===== src/rtl/mld_pkg.sv =====
package mld_pkg;

  // Points of one line of the geometry, relative to its first point.
  localparam int unsigned LINE_WEIGHT = 4;
  localparam int unsigned LINE_OFS [LINE_WEIGHT] = '{0, 1, 3, 7};

  // Bit index of tap m of check sum j. Every sum passes through bit n-1.
  function automatic int unsigned tap_index(int unsigned j, int unsigned m, int unsigned n);
    return (n - 1 - LINE_OFS[j] + LINE_OFS[m]) % n;
  endfunction

endpackage


===== src/rtl/mld_checksums.sv =====
module mld_checksums
  import mld_pkg::*;
#(
  parameter int unsigned N = 15
) (
  input  logic [N-1:0]           word_i,
  output logic [LINE_WEIGHT-1:0] sum_o
);

  for (genvar j = 0; j < LINE_WEIGHT; j++) begin : g_sum
    logic [LINE_WEIGHT-1:0] taps;
    for (genvar m = 0; m < LINE_WEIGHT; m++) begin : g_tap
      assign taps[m] = word_i[tap_index(j, m, N)];
    end
    assign sum_o[j] = ^taps;
  end

endmodule


===== src/rtl/mld_vote.sv =====
module mld_vote #(
  parameter int unsigned J      = 4,
  parameter int unsigned THRESH = 3
) (
  input  logic [J-1:0] sum_i,
  output logic         flip_o,
  output logic         any_o
);

  localparam int unsigned CW = $clog2(J + 1);
  localparam logic [CW-1:0] THR = CW'(THRESH);

  logic [CW-1:0] ones;

  always_comb begin
    ones = '0;
    for (int i = 0; i < J; i++) begin
      ones = ones + {{(CW-1){1'b0}}, sum_i[i]};
    end
  end

  assign flip_o = (ones >= THR);
  assign any_o  = |sum_i;

endmodule


===== src/rtl/mld_ctrl.sv =====
module mld_ctrl #(
  parameter int unsigned N   = 15,
  parameter int unsigned WIN = 3
) (
  input  logic clk,
  input  logic rst_n,
  input  logic start_i,
  input  logic any_i,
  output logic busy_o,
  output logic load_o,
  output logic early_o,
  output logic full_o,
  output logic err_o
);

  localparam int unsigned CW = $clog2(N);
  localparam logic [CW-1:0] LAST  = CW'(N - 1);
  localparam logic [CW-1:0] WLAST = CW'(WIN - 1);

  logic          busy_q, busy_d;
  logic          seen_q, seen_d;
  logic [CW-1:0] cnt_q, cnt_d;
  logic          in_win, hit;

  always_comb begin
    load_o  = start_i & ~busy_q;
    in_win  = (cnt_q <= WLAST);
    hit     = busy_q & in_win & any_i;
    early_o = busy_q & (cnt_q == WLAST) & ~(seen_q | any_i);
    full_o  = busy_q & (cnt_q == LAST);
    err_o   = seen_q | hit;

    busy_d = busy_q;
    cnt_d  = cnt_q;
    seen_d = seen_q;
    if (load_o) begin
      busy_d = 1'b1;
      cnt_d  = '0;
      seen_d = 1'b0;
    end else if (busy_q) begin
      cnt_d = cnt_q + 1'b1;
      if (hit) seen_d = 1'b1;
      if (early_o || full_o) busy_d = 1'b0;
    end
  end

  always_ff @(posedge clk or negedge rst_n) begin
    if (!rst_n) begin
      busy_q <= 1'b0;
      seen_q <= 1'b0;
      cnt_q  <= '0;
    end else begin
      busy_q <= busy_d;
      seen_q <= seen_d;
      cnt_q  <= cnt_d;
    end
  end

  assign busy_o = busy_q;


  busy_ignore_chk: assert property (@(posedge clk) disable iff (!rst_n)
    (busy_q && start_i && !early_o && !full_o) |=> (busy_q && cnt_q == $past(cnt_q) + 1'b1));


  cnt_range_chk: assert property (@(posedge clk) disable iff (!rst_n)
    busy_q |-> (cnt_q <= LAST));

endmodule


===== src/rtl/mld_decoder_top.sv =====
module mld_decoder_top
  import mld_pkg::*;
#(
  parameter int unsigned N      = 15,
  parameter int unsigned WIN    = 3,
  parameter int unsigned THRESH = 3
) (
  input  logic         clk,
  input  logic         rst_n,
  input  logic         start_i,
  input  logic [N-1:0] code_i,
  output logic [N-1:0] data_o,
  output logic         done_o,
  output logic         err_o
);

  // Reset asserted asynchronously, released on the clock.
  logic [1:0] rst_sync_q;
  logic       rst_int_n;

  always_ff @(posedge clk or negedge rst_n) begin
    if (!rst_n) rst_sync_q <= 2'b00;
    else        rst_sync_q <= {rst_sync_q[0], 1'b1};
  end
  assign rst_int_n = rst_sync_q[1];

  logic [N-1:0]           word_q, word_d;
  logic [N-1:0]           data_q, data_d;
  logic                   done_q, done_d;
  logic                   err_q, err_d;
  logic [LINE_WEIGHT-1:0] sums;
  logic                   flip, any_sum;
  logic                   busy, load, early, full, err_res;
  logic [N-1:0]           rot_word, early_word;

  mld_checksums #(.N(N)) u_sums (
    .word_i (word_q),
    .sum_o  (sums)
  );

  mld_vote #(.J(LINE_WEIGHT), .THRESH(THRESH)) u_vote (
    .sum_i  (sums),
    .flip_o (flip),
    .any_o  (any_sum)
  );

  mld_ctrl #(.N(N), .WIN(WIN)) u_ctrl (
    .clk     (clk),
    .rst_n   (rst_int_n),
    .start_i (start_i),
    .any_i   (any_sum),
    .busy_o  (busy),
    .load_o  (load),
    .early_o (early),
    .full_o  (full),
    .err_o   (err_res)
  );

  // Undo the WIN-1 turns done before an early exit.
  for (genvar i = 0; i < N; i++) begin : g_unrot
    assign early_word[i] = word_q[(i + WIN - 1) % N];
  end

  always_comb begin
    rot_word = {word_q[N-2:0], word_q[N-1] ^ flip};

    word_d = word_q;
    if (load)      word_d = code_i;
    else if (busy) word_d = rot_word;

    done_d = early | full;
    data_d = data_q;
    err_d  = err_q;
    if (early) begin
      data_d = early_word;
      err_d  = err_res;
    end else if (full) begin
      data_d = rot_word;
      err_d  = err_res;
    end
  end

  always_ff @(posedge clk or negedge rst_int_n) begin
    if (!rst_int_n) begin
      word_q <= '0;
      data_q <= '0;
      done_q <= 1'b0;
      err_q  <= 1'b0;
    end else begin
      word_q <= word_d;
      data_q <= data_d;
      done_q <= done_d;
      err_q  <= err_d;
    end
  end

  assign data_o = data_q;
  assign done_o = done_q;
  assign err_o  = err_q;


  done_pulse_chk: assert property (@(posedge clk) disable iff (!rst_int_n)
    done_o |=> !done_o);


  out_hold_chk: assert property (@(posedge clk) disable iff (!rst_int_n)
    (!$stable(data_o) || !$stable(err_o)) |-> done_o);

endmodule


===== config.mk =====
export PLATFORM = sky130hd
export DESIGN_NAME = mld_decoder_top
export DESIGN_NICKNAME = d
export VERILOG_FILES = /design/src/rtl/mld_pkg.sv /design/src/rtl/mld_checksums.sv /design/src/rtl/mld_vote.sv /design/src/rtl/mld_ctrl.sv /design/src/rtl/mld_decoder_top.sv
export SDC_FILE = /design/constraint.sdc
export NUM_CORES = 1
export LEC_CHECK = 0
export BUFFER_PORTS_ARGS = -buffer_cell sky130_fd_sc_hd__buf_4
export CORE_MARGIN = 2
export CORE_UTILIZATION = 45
export CTS_CLUSTER_SIZE = 14
export DETAILED_ROUTE_END_ITERATION = 10
export GPL_ROUTABILITY_DRIVEN = 0
export GPL_TIMING_DRIVEN = 0
export PLACE_DENSITY = 0.66
export SKIP_LAST_GASP = 1
export SYNTH_ARGS = -nofsm -noshare
export SYNTH_HDL_FRONTEND = slang
export SYNTH_HIERARCHICAL = 1
export SYNTH_SLANG_ARGS = --single-unit
export TNS_END_PERCENT = 100

===== constraint.sdc =====
create_clock -name clk -period 3.9 [get_ports clk]
set_clock_uncertainty 0.2 [all_clocks]
set_input_delay 0.195 -clock clk [delete_from_list [all_inputs] [get_ports clk]]
set_output_delay 0.195 -clock clk [all_outputs]
set_load 0.1 [all_outputs]

---- Word level (Yosys, flattened, before mapping) ----
Cells that the tools add are included.
cells by class
  muxes and demuxes ....................... 14
  $lt $le $gt $ge ......................... 2
  equal/unequal tests ..................... 2
  bitwise gates (word level) .............. 12
  reductions and logical operators ........ 10
  $add $sub $neg .......................... 4
operator list
  kind                                                                number
  two-way mux 15 bit                                                  4
  parity 4 bit                                                        4
  two-way mux 1 bit                                                   8
  two-way mux 4 bit                                                   2
  adder 3 x 1 -> 3 bit                                                2
  bitwise AND 1 bit                                                   6
  nonzero test 2 bit                                                  3
  adder 4 x 1 -> 4 bit (second input constant)                        1
  equality test 4 x 2 -> 1 bit (second input constant)                1
  equality test 4 bit (second input constant)                         1
  less-or-equal comparator 4 x 2 -> 1 bit (second input constant)     1
  OR reduction 4 bit                                                  1
  greater-or-equal comparator 3 x 2 -> 1 bit (second input constant)  1
  bitwise OR 1 bit                                                    3
  adder 1 x 1 -> 2 bit                                                1
  inverter 1 bit                                                      2
  AND reduction 2 bit                                                 1
  logical OR 1 bit                                                    1
  XOR 1 bit                                                           1
word-level totals
  output and inout port bits .............. 17
  bits of input ports ..................... 18
  bits in registers ....................... 40

---- Logic depth before layout (Yosys ltp) ----
  depth after elaboration ................. 9
  gate-level depth with buffers ........... 11

---- Hierarchy ----
Netlist, hierarchy kept.
modules (own cells, without submodules)
  module           cells an instance  area an instance (um^2)  times used
  mld_decoder_top  140                1530.2                   1
  mld_ctrl         34                 322.8                    1
  mld_checksums    13                 110.1                    1
  mld_vote         11                 92.6                     1

---- Least setup slack after synthesis ----
OpenSTA, ideal clock, no wires.
  kind .................................... flip-flop to flip-flop
  start ................................... reg word_q[14]
  end ..................................... reg data_q[0] (netlist: data_o[0])
  data required time ...................... 3596 ps
  slack ................................... 1203 ps
  arrival ................................. 2393 ps
  path buffers ............................ 1
  cell stages (with the launch flop) ...... 12
  library setup time ...................... 104 ps
  period minus slack after synthesis ...... 2697 ps
  cell sequence ........................... dfrtp_1 clkbuf_2 xnor2_1 xnor2_1 inv_1 fa_1 inv_1 ha_1 ha_1 a21o_1 xnor2_1 o311ai_1
between the ends
  cells in the longest elaborated chain, start to end .. 8
  elaborated cells on any way between the ends .. 16
ends and longest elaborated chain
  what                                        RTL line               RTL
  from (decl)                                 mld_decoder_top.sv:27  logic [N-1:0] word_q, word_d;
  from (signal assigned)                      mld_decoder_top.sv:90  word_q <= word_d;
  parity 4 bit                                mld_checksums.sv:15    assign sum_o[j] = ^taps;
  named net sums[0]                           mld_decoder_top.sv:31  logic [LINE_WEIGHT-1:0] sums;
  adder 1 x 1 -> 2 bit                        mld_vote.sv:18         ones = ones + {{(CW-1){1'b0}}, sum_i[i]};
  adder 3 x 1 -> 3 bit (2 in series)          mld_vote.sv:18
  greater-or-equal comparator 3 x 2 -> 1 bit  mld_vote.sv:22         assign flip_o = (ones >= THR);
  named net flip                              mld_decoder_top.sv:32  logic flip, any_sum;
  XOR 1 bit                                   mld_decoder_top.sv:65  rot_word = {word_q[N-2:0], word_q[N-1] ^ flip};
  two-way mux 15 bit                          mld_decoder_top.sv:77  end else if (full) begin
  two-way mux 15 bit                          mld_decoder_top.sv:74  if (early) begin
  to (signal assigned)                        mld_decoder_top.sv:91  data_q <= data_d;
  to (decl)                                   mld_decoder_top.sv:28  logic [N-1:0] data_q, data_d;
The timed path passes the listed nets, and every way through them passes these cells. The select of a mux whose other input is x is not followed.
A chain may end at the register's enable or synchronous reset.

---- Final worst setup path ----
  start ................................... reg word_q[14]
  end ..................................... reg word_q[0]
between the ends
  cells in the longest elaborated chain, start to end .. 8
  elaborated cells on any way between the ends .. 11
ends and longest elaborated chain
  what                                        RTL line               RTL
  parity 4 bit                                mld_checksums.sv:15
  named net sums[0]                           mld_decoder_top.sv:31
  adder 1 x 1 -> 2 bit                        mld_vote.sv:18
  adder 3 x 1 -> 3 bit (2 in series)          mld_vote.sv:18
  greater-or-equal comparator 3 x 2 -> 1 bit  mld_vote.sv:22
  named net flip                              mld_decoder_top.sv:32
  XOR 1 bit                                   mld_decoder_top.sv:65
  two-way mux 15 bit                          mld_decoder_top.sv:69  else if (busy) word_d = rot_word;
  two-way mux 15 bit                          mld_decoder_top.sv:68  if (load) word_d = code_i;
The timed path passes the listed nets, and every way through them passes these cells. The select of a mux whose other input is x is not followed.

==> results.yml <==
clocking:
  htreeDepth: 2
  cts_sinks: 40
  cts_hold_buffers: 17
  cts.path.max_buffers: 2
  post_cts_buffers: 0
  post_cts_resized: 0
  clk_latency_ns: 0.28
  cts_tree: "built"
  ctsRootBufferMaster: "clkbuf_8"
  clk_pin_slew_ns: 0.07
  numCtsBuffers: 5
synth:
  yosysSeqAreaShare_pct: 48.7
  avgSynthCellArea_um2: 10.4
  syn_area_um2: 2060
  synthCells: 198
  ys_types: 35
  yosys_register_bits: 40
  synth_fp_nets: 222
  yosysWarnings: 6
sta:
  report.final.slew_viol_count: 0
  setup_viol: 0
  hold-worst-slack_ns: 0.0273
  hold_viol: 0
  max_clock_freq_mhz: 347
  setup_tns_ns: 0
  fin_crit_ns: 2.88
  worst_pin_slew_ns: 0.818
  relSlewSlack_pct: 45.5
  grt_setup_unrepaired: "no"
  period_share_pct: 73.9
global_routing:
  track_usage_pct: 18.3
  grt-ovfl-total: 0
  grt_antenna_before_repair: 0
  grt_pass1_wl_um: 7260
  grt_max_degree: 39
  grt_pass1_vias: 1510
outcome:
  status: "finished, final reports clean"
layout:
  nFillCells: 385
  finalNetCount: 280
  instances_no_fill: 309
  syn2layout_area_growth_pct: 29.2
  drive_gt1_share_pct: 21.4
  antenna_cells: 0
  fin_area_um2: 2660
floorplan:
  core_um2: 4380
  boundaryPins: 35
  die_y_um: 71.6
  die_w_um: 71.6
  row_count: 24
  start_util_pct: 46.9
  die_area_um2: 5130
detailed_routing:
  wl_per_cell_um: 14.0
  ant_nets: 0
  vias: 1515
  first_iter_violations: 76
  detail_route.wirelength_um: 4310
  drc_errors: 0
  vias_per_cell: 4.90
  dr.pass1.iters: 4
critical_path:
  startpoint_type: "register"
  endpoint_kind: "register"
  worstSetupEndpoint: "word_q[0]"
  worstPathRequired_ns: 3.86
  r2r-start: "word_q[14]"
  crit_path_cell_trace: "clkbuf_2, xnor2_1, xnor2_1, inv_1, fa_1, inv_1, ha_1, ha_1, a21o_1, xnor2_1, o211ai_1"
  critPathKind: "register to register"
  r2r_end: "word_q[0]"
  critical_path.most_common_cell: "xnor2_1"
  crit_path_start: "word_q[14]"
  worst-path-max-fanout: 4
  worstPathArrival_ns: 2.84
  rr_worst_depth: 11
  critPathMaxStageDelay_ns: 0.53
  slowest_stage: "fa_1"
  r2r_slack_ns: 1.02
placement:
  dp_hpwl_um: 2970
  place_area_um2: 2380
  port_buffers: 34
  dp.cells: 284
flow_run:
  max_cap_violations: 0
worst_hold_path:
  hp-class: "primary input to asynchronous set/reset pin"
==> flip-flops by register name (all words and copies together), names as in the netlist <==
name,count
u_ctrl/cnt_q,4
done_o,1
word_q,15
rst_sync_q,2
u_ctrl/busy_o,1
u_ctrl/seen_q,1
data_o,15
err_o,1
==> worst max-delay path: cells and delay by family, from the launching register on <==
family	cells	cell delay, ns
buffers and inverters	3	0.31
adder cells (fa/ha/maj)	3	0.97
flip-flops	1	0.43
XOR/XNOR	3	0.55
AO/OA/AOI/OAI	2	0.30
==> routing by layer <==
metal  vias up  GRT usage (%)  share of wire [%]
met5         -              0                  0
met4         0           5.03                1.0
met3         4           3.38                2.5
met2        25           29.3                 48
met1       710           25.8                 49
li1        776              -                  -
==> through the flow <==
step,worst slack [ns],utilization [%]
6_report,1.02,60.6
3_5_place_dp,1.04,54.2
3_3_place_gp,1.05,54.2
4_1_cts,1.00,60.6
2_1_floorplan,1.20,-
5_1_grt,0.864,60.6
==> logic make-up (layout without fill, tap and decap cells) <==
logic type | count (synthesis) | after routing | share of synthesized area, %
other | 1 | 1 | 0.182
flip-flops | 40 | 40 | 48.7
adder cells (fa/ha/maj) | 6 | 6 | 4.02
AND/OR/NAND/NOR | 50 | 50 | 11.6
multiplexers | 29 | 29 | 14.4
buffers and inverters | 21 | 80 | 5.29
AO/OA/AOI/OAI | 38 | 38 | 10.3
XOR/XNOR | 13 | 13 | 5.54
==> worst min path at each step <==
stage	start	end	slack (ns)
finish	rst_n	rst_sync_q[0]	0.03
global route	rst_n	rst_sync_q[1]	0.03
CTS	rst_n	rst_sync_q[1]	0.02
detailed placement	rst_n	rst_sync_q[0]	-0.22
global placement	rst_n	rst_sync_q[1]	-0.22
floorplan	rst_n	rst_sync_q[0]	-0.30
==> cell usage after synthesis, drive strengths merged <==
master | count | share of area, %
nand2b | 2 | 0.61
a31o | 1 | 0.43
nand3 | 1 | 0.24
nor3b | 1 | 0.61
o211ai | 1 | 0.37
nand2 | 35 | 6.4
inv | 10 | 1.8
and2 | 1 | 0.30
a21oi | 1 | 0.24
xor2 | 4 | 1.7
o21ai | 31 | 7.5
buf | 6 | 2.5
mux2 | 1 | 0.73
ha | 5 | 3.0
nand3b | 1 | 0.37
fa | 1 | 0.97
o311ai | 1 | 0.43
a21o | 1 | 0.37
and3 | 1 | 0.30
conb | 1 | 0.18
nor2b | 1 | 0.30
and4 | 1 | 0.43
o31ai | 1 | 0.61
clkbuf | 5 | 0.97
or2 | 1 | 0.43
nor2 | 2 | 0.37
or3b | 3 | 1.3
o22ai | 1 | 0.30
dfrtp | 40 | 49
xnor2 | 9 | 3.8
mux2i | 28 | 14
==> area by class of cell <==
cell class              count  area [um2]  area share [%]
multi-input cells         137         946            35.6
repair buffers             51         425            16.0
plain buffers              11        71.3            2.69
flip-flops and latches     40        1000            37.7
well taps                  52        65.1            2.45
clock buffers               6        72.6            2.73
clock inverters             2        35.0            1.32
inverters                  10        37.5            1.41
==> layout by cell type, fill, tap and decap left out, drive strengths merged, types with 2 or more instances in the layout <==
cell type	synthesis	routed
dfrtp	40	40
nand2b	2	2
dlygate4sd3	0	17
xnor2	9	9
or3b	3	3
buf	6	40
nand2	35	35
clkbuf	5	11
inv	10	10
mux2i	28	28
ha	5	5
xor2	4	4
nor2	2	2
o21ai	31	31
Power is left out: the tool's default activity adds up to more than one toggle a clock period on the data nets, which glitch-free logic cannot reach.
